## config.mk

```make
export PLATFORM = sky130hd
export DESIGN_NAME = ulk_top
export DESIGN_NICKNAME = d
export VERILOG_FILES = /design/src/rtl/ulk_pkg.sv /design/src/rtl/ulk_wr_qual.sv /design/src/rtl/ulk_seq_fsm.sv /design/src/rtl/ulk_lock_reg.sv /design/src/rtl/ulk_top.sv
export SDC_FILE = /design/constraint.sdc
export NUM_CORES = 1
export LEC_CHECK = 0
export CAP_MARGIN = 30
export CORE_ASPECT_RATIO = 1.2
export CORE_MARGIN = 2
export CORE_UTILIZATION = 40
export CTS_CLUSTER_SIZE = 14
export DETAILED_ROUTE_END_ITERATION = 8
export PLACE_DENSITY_LB_ADDON = 0.15
export SLEW_MARGIN = 15
export SYNTH_ARGS = -nofsm -noshare
export SYNTH_HDL_FRONTEND = slang
export SYNTH_SLANG_ARGS = --single-unit
export TNS_END_PERCENT = 10
```

## constraint.sdc

```tcl
create_clock -name clk -period 7.3 [get_ports clk]
set_input_delay 1.095 -clock clk [delete_from_list [all_inputs] [get_ports clk]]
set_output_delay 1.095 -clock clk [all_outputs]
set_load 0.1 [all_outputs]
```

## src/rtl/ulk_pkg.sv

```systemverilog
package ulk_pkg;

  typedef enum logic [1:0] {
    PH_HUNT  = 2'd0,
    PH_ARMED = 2'd1,
    PH_SIG   = 2'd2
  } phase_t;

  // Expected signature byte at a given match position.
  function automatic logic [7:0] sig_byte(input logic [3:0] idx);
    logic [7:0] b;
    case (idx)
      4'd0:    b = 8'hFF;
      4'd1:    b = 8'h77;
      4'd2:    b = 8'hB3;
      4'd3:    b = 8'h51;
      4'd4:    b = 8'hA8;
      4'd5:    b = 8'hD4;
      4'd6:    b = 8'h62;
      4'd7:    b = 8'h39;
      4'd8:    b = 8'h9C;
      4'd9:    b = 8'h46;
      4'd10:   b = 8'h2B;
      4'd11:   b = 8'h15;
      4'd12:   b = 8'h8A;
      4'd13:   b = 8'hCD;
      4'd14:   b = 8'hEE;
      default: b = 8'h00;
    endcase
    return b;
  endfunction

endpackage

```

## src/rtl/ulk_wr_qual.sv

```systemverilog
module ulk_wr_qual #(
  parameter int DATA_W = 8
) (
  input  logic              wr_en,
  input  logic              wr_sel,
  input  logic [DATA_W-1:0] wr_data,
  output logic              byte_ev,
  output logic              byte_zero
);
  // A byte event is a strobe aimed at the watched register.
  assign byte_ev   = wr_en & wr_sel;
  assign byte_zero = (wr_data == '0);
endmodule

```

## src/rtl/ulk_seq_fsm.sv

```systemverilog
module ulk_seq_fsm
  import ulk_pkg::*;
#(
  parameter int DATA_W  = 8,
  parameter int SIG_LEN = 15,
  parameter int CNT_W   = 4
) (
  input  logic              clk,
  input  logic              rst_n,
  input  logic              byte_ev,
  input  logic              byte_zero,
  input  logic [DATA_W-1:0] byte_val,
  output phase_t            phase,
  output logic [CNT_W-1:0]  count,
  output logic              full_hit,
  output logic              trunc_hit
);
  localparam logic [CNT_W-1:0] LAST = CNT_W'(SIG_LEN - 1);

  phase_t            nxt_phase;
  logic [CNT_W-1:0]  nxt_count;
  logic              match;
  phase_t            restart_phase;

  assign match         = (byte_val == DATA_W'(sig_byte(4'(count))));
  assign restart_phase = byte_zero ? PH_HUNT : PH_ARMED;

  always_comb begin
    nxt_phase = phase;
    nxt_count = count;
    full_hit  = 1'b0;
    trunc_hit = 1'b0;
    if (byte_ev) begin
      case (phase)
        PH_HUNT: begin
          if (!byte_zero) nxt_phase = PH_ARMED;
        end
        PH_ARMED: begin
          if (byte_zero) begin
            nxt_phase = PH_SIG;
            nxt_count = '0;
          end
        end
        PH_SIG: begin
          if (count == LAST) begin
            nxt_count = '0;
            if (match) begin
              full_hit  = 1'b1;
              nxt_phase = PH_HUNT;
            end else begin
              trunc_hit = 1'b1;
              nxt_phase = restart_phase;
            end
          end else if (match) begin
            nxt_count = count + 1'b1;
          end else begin
            nxt_count = '0;
            nxt_phase = restart_phase;
          end
        end
        default: begin
          nxt_phase = PH_HUNT;
          nxt_count = '0;
        end
      endcase
    end
  end

  always_ff @(posedge clk) begin
    if (!rst_n) begin
      phase <= PH_HUNT;
      count <= '0;
    end else begin
      phase <= nxt_phase;
      count <= nxt_count;
    end
  end
endmodule

```

## src/rtl/ulk_lock_reg.sv

```systemverilog
module ulk_lock_reg (
  input  logic clk,
  input  logic rst_n,
  input  logic full_hit,
  input  logic trunc_hit,
  output logic unlocked
);
  always_ff @(posedge clk) begin
    if (!rst_n)         unlocked <= 1'b0;
    else if (full_hit)  unlocked <= 1'b1;
    else if (trunc_hit) unlocked <= 1'b0;
  end
endmodule

```

## src/rtl/ulk_top.sv

```systemverilog
module ulk_top
  import ulk_pkg::*;
#(
  parameter int DATA_W  = 8,
  parameter int SIG_LEN = 15,
  parameter int CNT_W   = $clog2(SIG_LEN)
) (
  input  logic              clk,
  input  logic              rst_n,
  input  logic              wr_en,
  input  logic              wr_sel,
  input  logic [DATA_W-1:0] wr_data,
  output logic              unlocked,
  output logic [1:0]        dbg_phase,
  output logic [CNT_W-1:0]  dbg_count
);
  // Named internal events, visible to the bound checker.
  logic   byte_ev;
  logic   byte_zero;
  logic   full_hit;
  logic   trunc_hit;
  phase_t phase;

  ulk_wr_qual #(.DATA_W(DATA_W)) u_qual (
    .wr_en     (wr_en),
    .wr_sel    (wr_sel),
    .wr_data   (wr_data),
    .byte_ev   (byte_ev),
    .byte_zero (byte_zero)
  );

  ulk_seq_fsm #(.DATA_W(DATA_W), .SIG_LEN(SIG_LEN), .CNT_W(CNT_W)) u_fsm (
    .clk       (clk),
    .rst_n     (rst_n),
    .byte_ev   (byte_ev),
    .byte_zero (byte_zero),
    .byte_val  (wr_data),
    .phase     (phase),
    .count     (dbg_count),
    .full_hit  (full_hit),
    .trunc_hit (trunc_hit)
  );

  ulk_lock_reg u_lock (
    .clk       (clk),
    .rst_n     (rst_n),
    .full_hit  (full_hit),
    .trunc_hit (trunc_hit),
    .unlocked  (unlocked)
  );

  assign dbg_phase = phase;
endmodule

```

==> results_dict.tcl, run 1 <==
set metrics [dict create \
    cp_max_fo 10 \
    status "completed" \
    pwr_density_cell_nw_per_um2 122.1 \
    row_count 22 \
    numCtsBuffers 3 \
    post-place-cells 202 \
    first_global_vias 1127 \
    tightest_slew_ns 0.9691 \
    setup_ws_ns 3.583 \
    setup_viol 0 \
    fin_setup_tns_ns 0 \
    cts_root_buf "clkbuf_4" \
    core_um2 3083 \
    grt_max_degree 14 \
    post-route-drc-count 0 \
    fmax_mhz 269.1 \
    cts_sinks 15 \
    clk_latency_ns 0.28 \
    clock-skew-final_ns 0.002395 \
    worst_ir_drop_vdd_uv 102.4 \
    fin_crit_sh 0.5091 \
    critPathTopFamily "simple AND/OR/NAND/NOR gates" \
    arrival_ns 3.88 \
    maxCapViolCount 0 \
    hold_violations 0 \
    path_buf_inv 3 \
    post_drt_wl_per_cell_um 15.09 \
    yosys-top-cells-count "15 x dfxtp_1, 15 x nor2_1, 11 x xnor2_1" \
    grt_pass1_wl_um 5202 \
    routabilityCongestion 0.8828 \
    yosys-top-cells-area "dfxtp_1 23%, xnor2_1 7.4%, ha_1 6.8%" \
    critPathKind "input port to flip-flop" \
    ant_nets 0 \
    die_x_um 55.97 \
    cp-end-kind "flip-flop" \
    holdBufCountCts 0 \
    clockBufferDepth 2 \
    die_h_um 66.36 \
    syn-num-nets 174 \
    rsz0062_at_grt "false" \
    area_growth_pct 16.99 \
    yosysSeqAreaShare 0.2317 \
    insertedDiodeCount 0 \
    overflow 0 \
    cts_resized 0 \
    firstDrtPassIters 4 \
    clk_pin_slew_ns 0.09 \
    p_leak_nw 0.5163 \
    synth_edf_count 0 \
    syn_inst 155 \
    grt_usage 0.1798 \
    synth_seq_cells 15 \
    slew_headroom 0.3519 \
    cts_tree "done" \
    routed_wl_um 3109 \
    drive_gt1_frac 0.1000 \
    slowest_delay_ns 0.49 \
    via_per_inst 5.840 \
    antenna_found_initial 0 \
    vias 1203 \
    initial_core_util 0.4205 \
    post_cts_buffers 0 \
    yosysTopAreaCellShare 0.2317 \
    fin_nets 190 \
    final.min_clock_period_ns 3.717 \
    final_cells 206 \
    drt-initial-drc-count 32 \
    synth.largest_area_cell "dfxtp_1" \
    synth.distinct_cells 50 \
    maxSlewViolCount 0 \
    startpoint_type "input port" \
    synthFlopType "dfxtp_1" \
    avgSynthCellArea_um2 8.363 \
    async_flop_share 0 \
    crit_top_cell "inv_1" \
    ys_warn_count 0 \
    die_area_um2 3714 \
    worstPathCellList "clkdlybuf4s50_1 > nor4_4 > a21oi_2 > or2_1 > a32oi_4 > nor2_1 > inv_1 > ha_1 > inv_1 > a21oi_1 > a31oi_1 > o22ai_1" \
    h-tree-depth 1 \
    synth_area_um2 1296 \
    hold_path.class "flip-flop to flip-flop" \
    p_total_mw 0.1852 \
    post-place-ws_ns 3.278 \
    hpwl_um 2456 \
    io_buffers 18 \
    slowest_stage "clkdlybuf4s50_1" \
    io_pins 19 \
    cp.required_ns 7.46 \
]
[metrics by stage]
stage	cell area (µm²)	hold WS, ns	util
CTS	1516	0.5432	0.4919
floorplan	1296	0.7312	-
global placement	1490	0.5042	0.4834
detailed placement	1490	0.5231	0.4834
finish	1516	0.5425	0.4919
global route	1516	0.5716	0.4919
[worst min-delay path, stage by stage, from the launching register on]
cell     delay [ns]
dfxtp_1        0.34
mux2i_1        0.07
nor2b_1        0.10
[report_power, final]
group / switching (mW) / internal [mW] / total [mW]
sequential: 0.00447 / 0.0846 / 0.0890
clock: 0.0267 / 0.0212 / 0.0480
combinational: 0.0291 / 0.0191 / 0.0482
total: 0.0603 / 0.125 / 0.185
[logic make-up after synthesis]
kind of cell / count (synthesis) / share of synthesized area
and+or+nand+nor: 65 / 0.3041
AOI/OAI and AO/OA: 40 / 0.2461
DFF: 15 / 0.2317
buffers and inverters: 13 / 0.04150
xor gates and xnor gates: 11 / 0.07432
adders and majority gates: 7 / 0.06756
muxes: 4 / 0.03475
[area by class of cell]
class                           count  area (µm²)
Clock buffer                        4       26.28
Fill cell                         319        1567
Inverter                            6       22.52
Multi-Input combinational cell    127       942.2
Sequential cell                    15       300.3
Tap cell                           36       45.04
Timing Repair Buffer               18       180.2
[final timing paths]
check,start,endpoint,slack (ns),cells after the start
hold / removal,u_lock.unlocked$_SDFFE_PN0P_,u_lock.unlocked$_SDFFE_PN0P_,0.54,2
hold reg to reg,u_lock.unlocked$_SDFFE_PN0P_,u_lock.unlocked$_SDFFE_PN0P_,0.54,2
setup reg to reg,u_fsm.count[0]$_SDFFE_PN0N_,flip-flop,4.42,12
setup / recovery,wr_data[2],flip-flop,3.58,12
[metal layers]
metal  vias to the layer above  wire length (µm)  track usage  part of all wire
li1                        601                 -            -                 -
met4                         0                29      0.05655            0.0093
met3                         4               124      0.04305             0.040
met5                         -                 0            0                 0
met1                       571              1370       0.2207              0.44
met2                        27              1585       0.3088              0.51
[layout by cell type (no fill, tap or decap), drive strengths merged, types with 3 or more instances in the layout]
master / instances
clkdlybuf4s50: 18
nor4: 3
and2: 4
nand3: 8
nand2: 9
clkbuf: 4
o22ai: 3
nor3: 5
xnor2: 11
dfxtp: 15
nand4: 5
nor2: 15
o21ai: 7
ha: 7
mux2i: 3
inv: 6
nor2b: 3
a21oi: 11
and3: 3
o31ai: 3
Note: power is estimated with default switching activity, not from simulation.
==> run 2, diff against run 1 <==
- clock period: 7.3 -> 3 ns (I/O delays scaled with it)
==> run 2 against run 1 <==
Compared with the run above:
- die area stayed put
- cell area is 5.6% higher
- global-route usage is 0.97 points higher
- routed wire length is 9.4% higher
- critical path depth stayed put
- register-to-register slack worse by 4.1 ns
- power grew to 2.5 times the previous value
- utilization is 2.8 points higher
- worst setup slack worse by 3.3 ns
- clock skew is 0.0070 ns higher
==> results_dict.tcl, run 2 (synthesis results as in run 1) <==
set metrics [dict create \
    fillCellCount 316 \
    io_buffers 18 \
    cp.required_ns 3.18 \
    maxSlewViolCount 0 \
    row_count 22 \
    io_pins 19 \
    area_growth_pct 23.55 \
    routabilityCongestion 0.8798 \
    drt-initial-drc-count 47 \
    tightest_slew_ns 0.8465 \
    setup_viol 0 \
    holdBufCountCts 0 \
    arrival_ns 2.92 \
    hold_depth 2 \
    ant_nets 0 \
    slew_headroom 0.4316 \
    via_per_inst 5.936 \
    pwr_density_cell_nw_per_um2 290.1 \
    cts_sinks 15 \
    die_x_um 55.97 \
    min_from "u_lock.unlocked$_SDFFE_PN0P_" \
    min_to "u_lock.unlocked$_SDFFE_PN0P_" \
    numCtsBuffers 3 \
    post-place-ws_ns -0.03216 \
    p_leak_nw 0.5954 \
    final.min_clock_period_ns 2.742 \
    clk_pin_slew_ns 0.10 \
    maxCapViolCount 0 \
    hold_violations 0 \
    r2r_cells 11 \
    post_cts_buffers 0 \
    cts_root_buf "clkbuf_4" \
    first_global_vias 1242 \
    die_area_um2 3714 \
    post_drt_wl_per_cell_um 15.53 \
    final_cell_mix "20 x buf_4, 15 x nor2_1, 12 x dfxtp_1, 11 x xnor2_1, 11 x clkdlybuf4s50_1" \
    critPathKind "input port to flip-flop" \
    status "completed" \
    cp_max_fo 6 \
    clock-skew-final_ns 0.009411 \
    worst_ir_drop_vdd_uv 227.6 \
    routed_wl_um 3402 \
    post-route-drc-count 0 \
    rsz0062_at_grt "false" \
    overflow 0 \
    r2r-start "u_fsm.count[0]$_SDFFE_PN0N_" \
    cts_tree "done" \
    core_um2 3083 \
    grt_pass1_wl_um 5589 \
    grt_usage 0.1894 \
    die_h_um 66.36 \
    hpwl_um 2691 \
    vias 1300 \
    fin_area_um2 1602 \
    fin_crit_sh 0.9139 \
    fin_nets 203 \
    startpoint_type "input port" \
    cts_resized 0 \
    antenna_found_initial 0 \
    fmax_mhz 364.8 \
    r2r_slack_ns 0.34 \
    drive_gt1_frac 0.2240 \
    insertedDiodeCount 0 \
    firstDrtPassIters 4 \
    initial_core_util 0.4205 \
    clk_latency_ns 0.29 \
    grt_max_degree 14 \
    hold_path.class "flip-flop to flip-flop" \
    setup_ws_ns 0.2584 \
    h-tree-depth 1 \
    clockBufferDepth 2 \
    final_common_cell "buf_4" \
    dpl_cell_area_um2 1574 \
    cp-end-kind "flip-flop" \
]
run 2: changes by cell type in the layout (fill, tap and decap cells not counted), sizes merged:
| cell | previous run | this run |
|---|---|---|
| clkbuf | 4 | 3 |
| clkdlybuf4s50 | 18 | 11 |
| buf | 0 | 20 |
| clkinv | 0 | 1 |
run 2: how the worst max path moves through the flow:
| stage | startpoint | end | depth (start not counted) |
|---|---|---|---|
| final | wr_data[2] | flip-flop | 12 |
| after global routing | wr_data[2] | flip-flop | 12 |
| after CTS | wr_data[2] | flip-flop | 12 |
| after detailed placement | wr_data[2] | flip-flop | 12 |
| after global placement | wr_data[2] | flip-flop | 12 |
| after floorplan | u_fsm.count[0]$_SDFFE_PN0N_ | flip-flop | 13 |
run 2: where the power goes:
group | internal [mW] | switching (mW)
logic | 0.0551 | 0.0742
clock network | 0.0495 | 0.0688
registers | 0.206 | 0.0106
total | 0.311 | 0.154
run 2: per-stage QoR:
step | power, mW | util | hold WS, ns | TNS [ns] | instances
finish | 0.4645 | 0.5195 | 0.5368 | 0 | 219
detailed placement | 0.3496 | 0.5106 | 0.5316 | -0.04764 | 215
global route | 0.4906 | 0.5195 | 0.5773 | 0 | 219
global placement | 0.3476 | 0.5106 | 0.5065 | 0 | 215
floorplan | 0.2968 | - | 0.5717 | 0 | 155
CTS | 0.4643 | 0.5195 | 0.5456 | 0 | 219
run 2: layer usage:
| layer | track usage | wire length (µm) | up-vias |
|---|---|---|---|
| li1 | - | - | 629 |
| met5 | 0 | 0 | - |
| met1 | 0.2238 | 1456 | 609 |
| met2 | 0.3559 | 1689 | 56 |
| met4 | 0.04464 | 49 | 0 |
| met3 | 0.02935 | 206 | 6 |
run 2: cell type report:
| type | instances | area [µm²] | share of cell area |
|---|---|---|---|
| Clock buffer | 3 | 22.52 | 0.01406 |
| Sequential cell | 15 | 304.0 | 0.1898 |
| Multi-Input combinational cell | 127 | 942.2 | 0.5883 |
| Clock inverter | 1 | 5.005 | 0.003125 |
| Tap cell | 36 | 45.04 | 0.02812 |
| Inverter | 6 | 22.52 | 0.01406 |
| Timing Repair Buffer | 31 | 260.3 | 0.1625 |
run 2: critical path, stage by stage:
cell and delay, ns:
clkdlybuf4s50_1 0.47, nor4_4 0.47, a21oi_2 0.12, or2_1 0.27
a32oi_4 0.21, nor2_1 0.14, inv_1 0.11, ha_1 0.25
inv_1 0.10, a21oi_1 0.06, a31oi_1 0.17, o22ai_1 0.10
==> run 3, diff against run 2 <==
- PLACE_DENSITY_LB_ADDON: 0.15 -> 0.08
==> run 3 against run 2 <==
Compared with the run above:
- utilization unchanged
- register-to-register slack better by 0.06 ns
- cell area unchanged
- sequential cell count is the same
- final cell count unchanged
- combinational power about the same
- count of clock-buffer cells in the layout stayed put
- sequential power barely moved
- highest routed layer unchanged
==> results_dict.tcl, run 3 (synthesis results as in run 1) <==
set metrics [dict create \
    hold_violations 0 \
    whs_ns 0.5337 \
    tightest_slew_ns 0.5168 \
    holdBufCountCts 0 \
    critPathTopFamily "simple AND/OR/NAND/NOR gates" \
    cts_root_buf "clkbuf_4" \
    fin_nets 203 \
    via_per_inst 5.594 \
    slowest_delay_ns 0.47 \
    fmax_mhz 364.2 \
    dpl_cell_area_um2 1574 \
    final_core_util 0.5195 \
    fin_area_um2 1602 \
    worstPathCellList "clkdlybuf4s50_1 > nor4_4 > a21oi_2 > or2_1 > a32oi_4 > nor2_1 > inv_1 > ha_1 > inv_1 > a21oi_1 > a31oi_1 > o22ai_1" \
    cp-end-kind "flip-flop" \
    initial_core_util 0.4205 \
    die_area_um2 3714 \
    insertedDiodeCount 0 \
    ant_nets 0 \
    io_buffers 18 \
    area_growth_pct 23.55 \
    clk_latency_ns 0.29 \
    critPathKind "input port to flip-flop" \
    cts_resized 0 \
    first_global_vias 1269 \
    hpwl_um 2635 \
    overflow 0 \
    drive_gt1_frac 0.2240 \
    slowest_stage "clkdlybuf4s50_1" \
    arrival_ns 2.92 \
    worst_ir_drop_vdd_uv 194.2 \
    final_cell_mix "20 x buf_4, 15 x nor2_1, 12 x dfxtp_1, 11 x xnor2_1, 11 x clkdlybuf4s50_1" \
    maxSlewViolCount 0 \
    path_buf_inv 3 \
    numCtsBuffers 3 \
    grt_pass1_wl_um 5575 \
    die_h_um 66.36 \
    fillCellCount 307 \
    fin_crit_sh 0.9153 \
    h-tree-depth 1 \
    grt_usage 0.1892 \
    cp.required_ns 3.17 \
    final_common_cell "buf_4" \
    p_total_mw 0.4653 \
    final.min_clock_period_ns 2.746 \
    firstDrtPassIters 4 \
    post_cts_buffers 0 \
    maxCapViolCount 0 \
    routedLengthMet1_um 1455 \
    clock-skew-final_ns 0.008191 \
    setup_viol 0 \
    die_x_um 55.97 \
    clk_pin_slew_ns 0.10 \
    r2r_slack_ns 0.40 \
    grt_max_degree 14 \
    startpoint_type "input port" \
    routed_wl_um 3259 \
    met2_length_um 1623 \
    clockBufferDepth 2 \
    drt-initial-drc-count 53 \
    dr.max_layer_used "met4" \
    routabilityCongestion 0.8562 \
    cp_max_fo 6 \
    p_leak_nw 0.5938 \
    status "completed" \
    vias 1225 \
    row_count 22 \
    antenna_found_initial 0 \
    io_pins 19 \
    pwr_density_cell_nw_per_um2 290.5 \
    hold_path.class "flip-flop to flip-flop" \
    core_um2 3083 \
    slew_headroom 0.6518 \
    post_drt_wl_per_cell_um 14.88 \
    rsz0062_at_grt "false" \
    cts_tree "done" \
    post-route-drc-count 0 \
    cts_sinks 15 \
    crit_top_cell "inv_1" \
    route.met3.wl_um 135 \
]
-- run 3: cell counts in the layout (fill, tap and decap cells not counted) --
No cell type changed its count.
-- run 3: area by class of cell --
| class | instances | area, µm² | area share |
|---|---|---|---|
| clock buffer | 3 | 22.52 | 0.01406 |
| sequential | 15 | 304.0 | 0.1898 |
| timing repair buffer | 31 | 260.3 | 0.1625 |
| clock inverter | 1 | 5.005 | 0.003125 |
| inverter | 6 | 22.52 | 0.01406 |
| tap | 36 | 45.04 | 0.02812 |
| multi-input combinational | 127 | 942.2 | 0.5883 |
-- run 3: worst paths after layout --
| kind | startpoint | to | cells after the start |
|---|---|---|---|
| max | wr_data[2] | flip-flop | 12 |
| max reg2reg | u_fsm.count[0]$_SDFFE_PN0N_ | flip-flop | 11 |
| min reg2reg | u_lock.unlocked$_SDFFE_PN0P_ | u_lock.unlocked$_SDFFE_PN0P_ | 2 |
| min | u_lock.unlocked$_SDFFE_PN0P_ | u_lock.unlocked$_SDFFE_PN0P_ | 2 |
-- run 3: where the power goes --
part,switching [mW],total [mW],leakage [nW],internal [mW]
clock,0.0723,0.122,0.0177,0.0495
sequential,0.0105,0.217,0.123,0.206
combinational,0.0730,0.127,0.453,0.0535
total,0.156,0.465,0.594,0.310
-- run 3: per-stage QoR --
| step | setup TNS (ns) | cells | setup slack (ns) |
|---|---|---|---|
| floorplan | 0 | 155 | 0.05315 |
| global placement | 0 | 215 | 0.06136 |
| detailed placement | -0.04172 | 215 | -0.04172 |
| CTS | 0 | 219 | 0.2727 |
| global route | 0 | 219 | 0.08582 |
| finish | 0 | 219 | 0.2540 |
-- run 3: worst reg2reg max path, stage by stage, from the launching register on --
cell and delay [ns]:
dfxtp_2 0.46, inv_1 0.11, ha_1 0.34, nor3b_1 0.43, a311oi_4 0.06, nor2_1 0.24, inv_1 0.10, ha_1 0.32
inv_1 0.11, a21oi_1 0.07, a31oi_1 0.16, o22ai_1 0.10
-- run 3: routing by layer --
layer  vias up  track usage
li1        625            -
met1       568       0.2171
met2        26       0.3618
met3         6      0.02935
met4         0      0.04762
met5         -            0
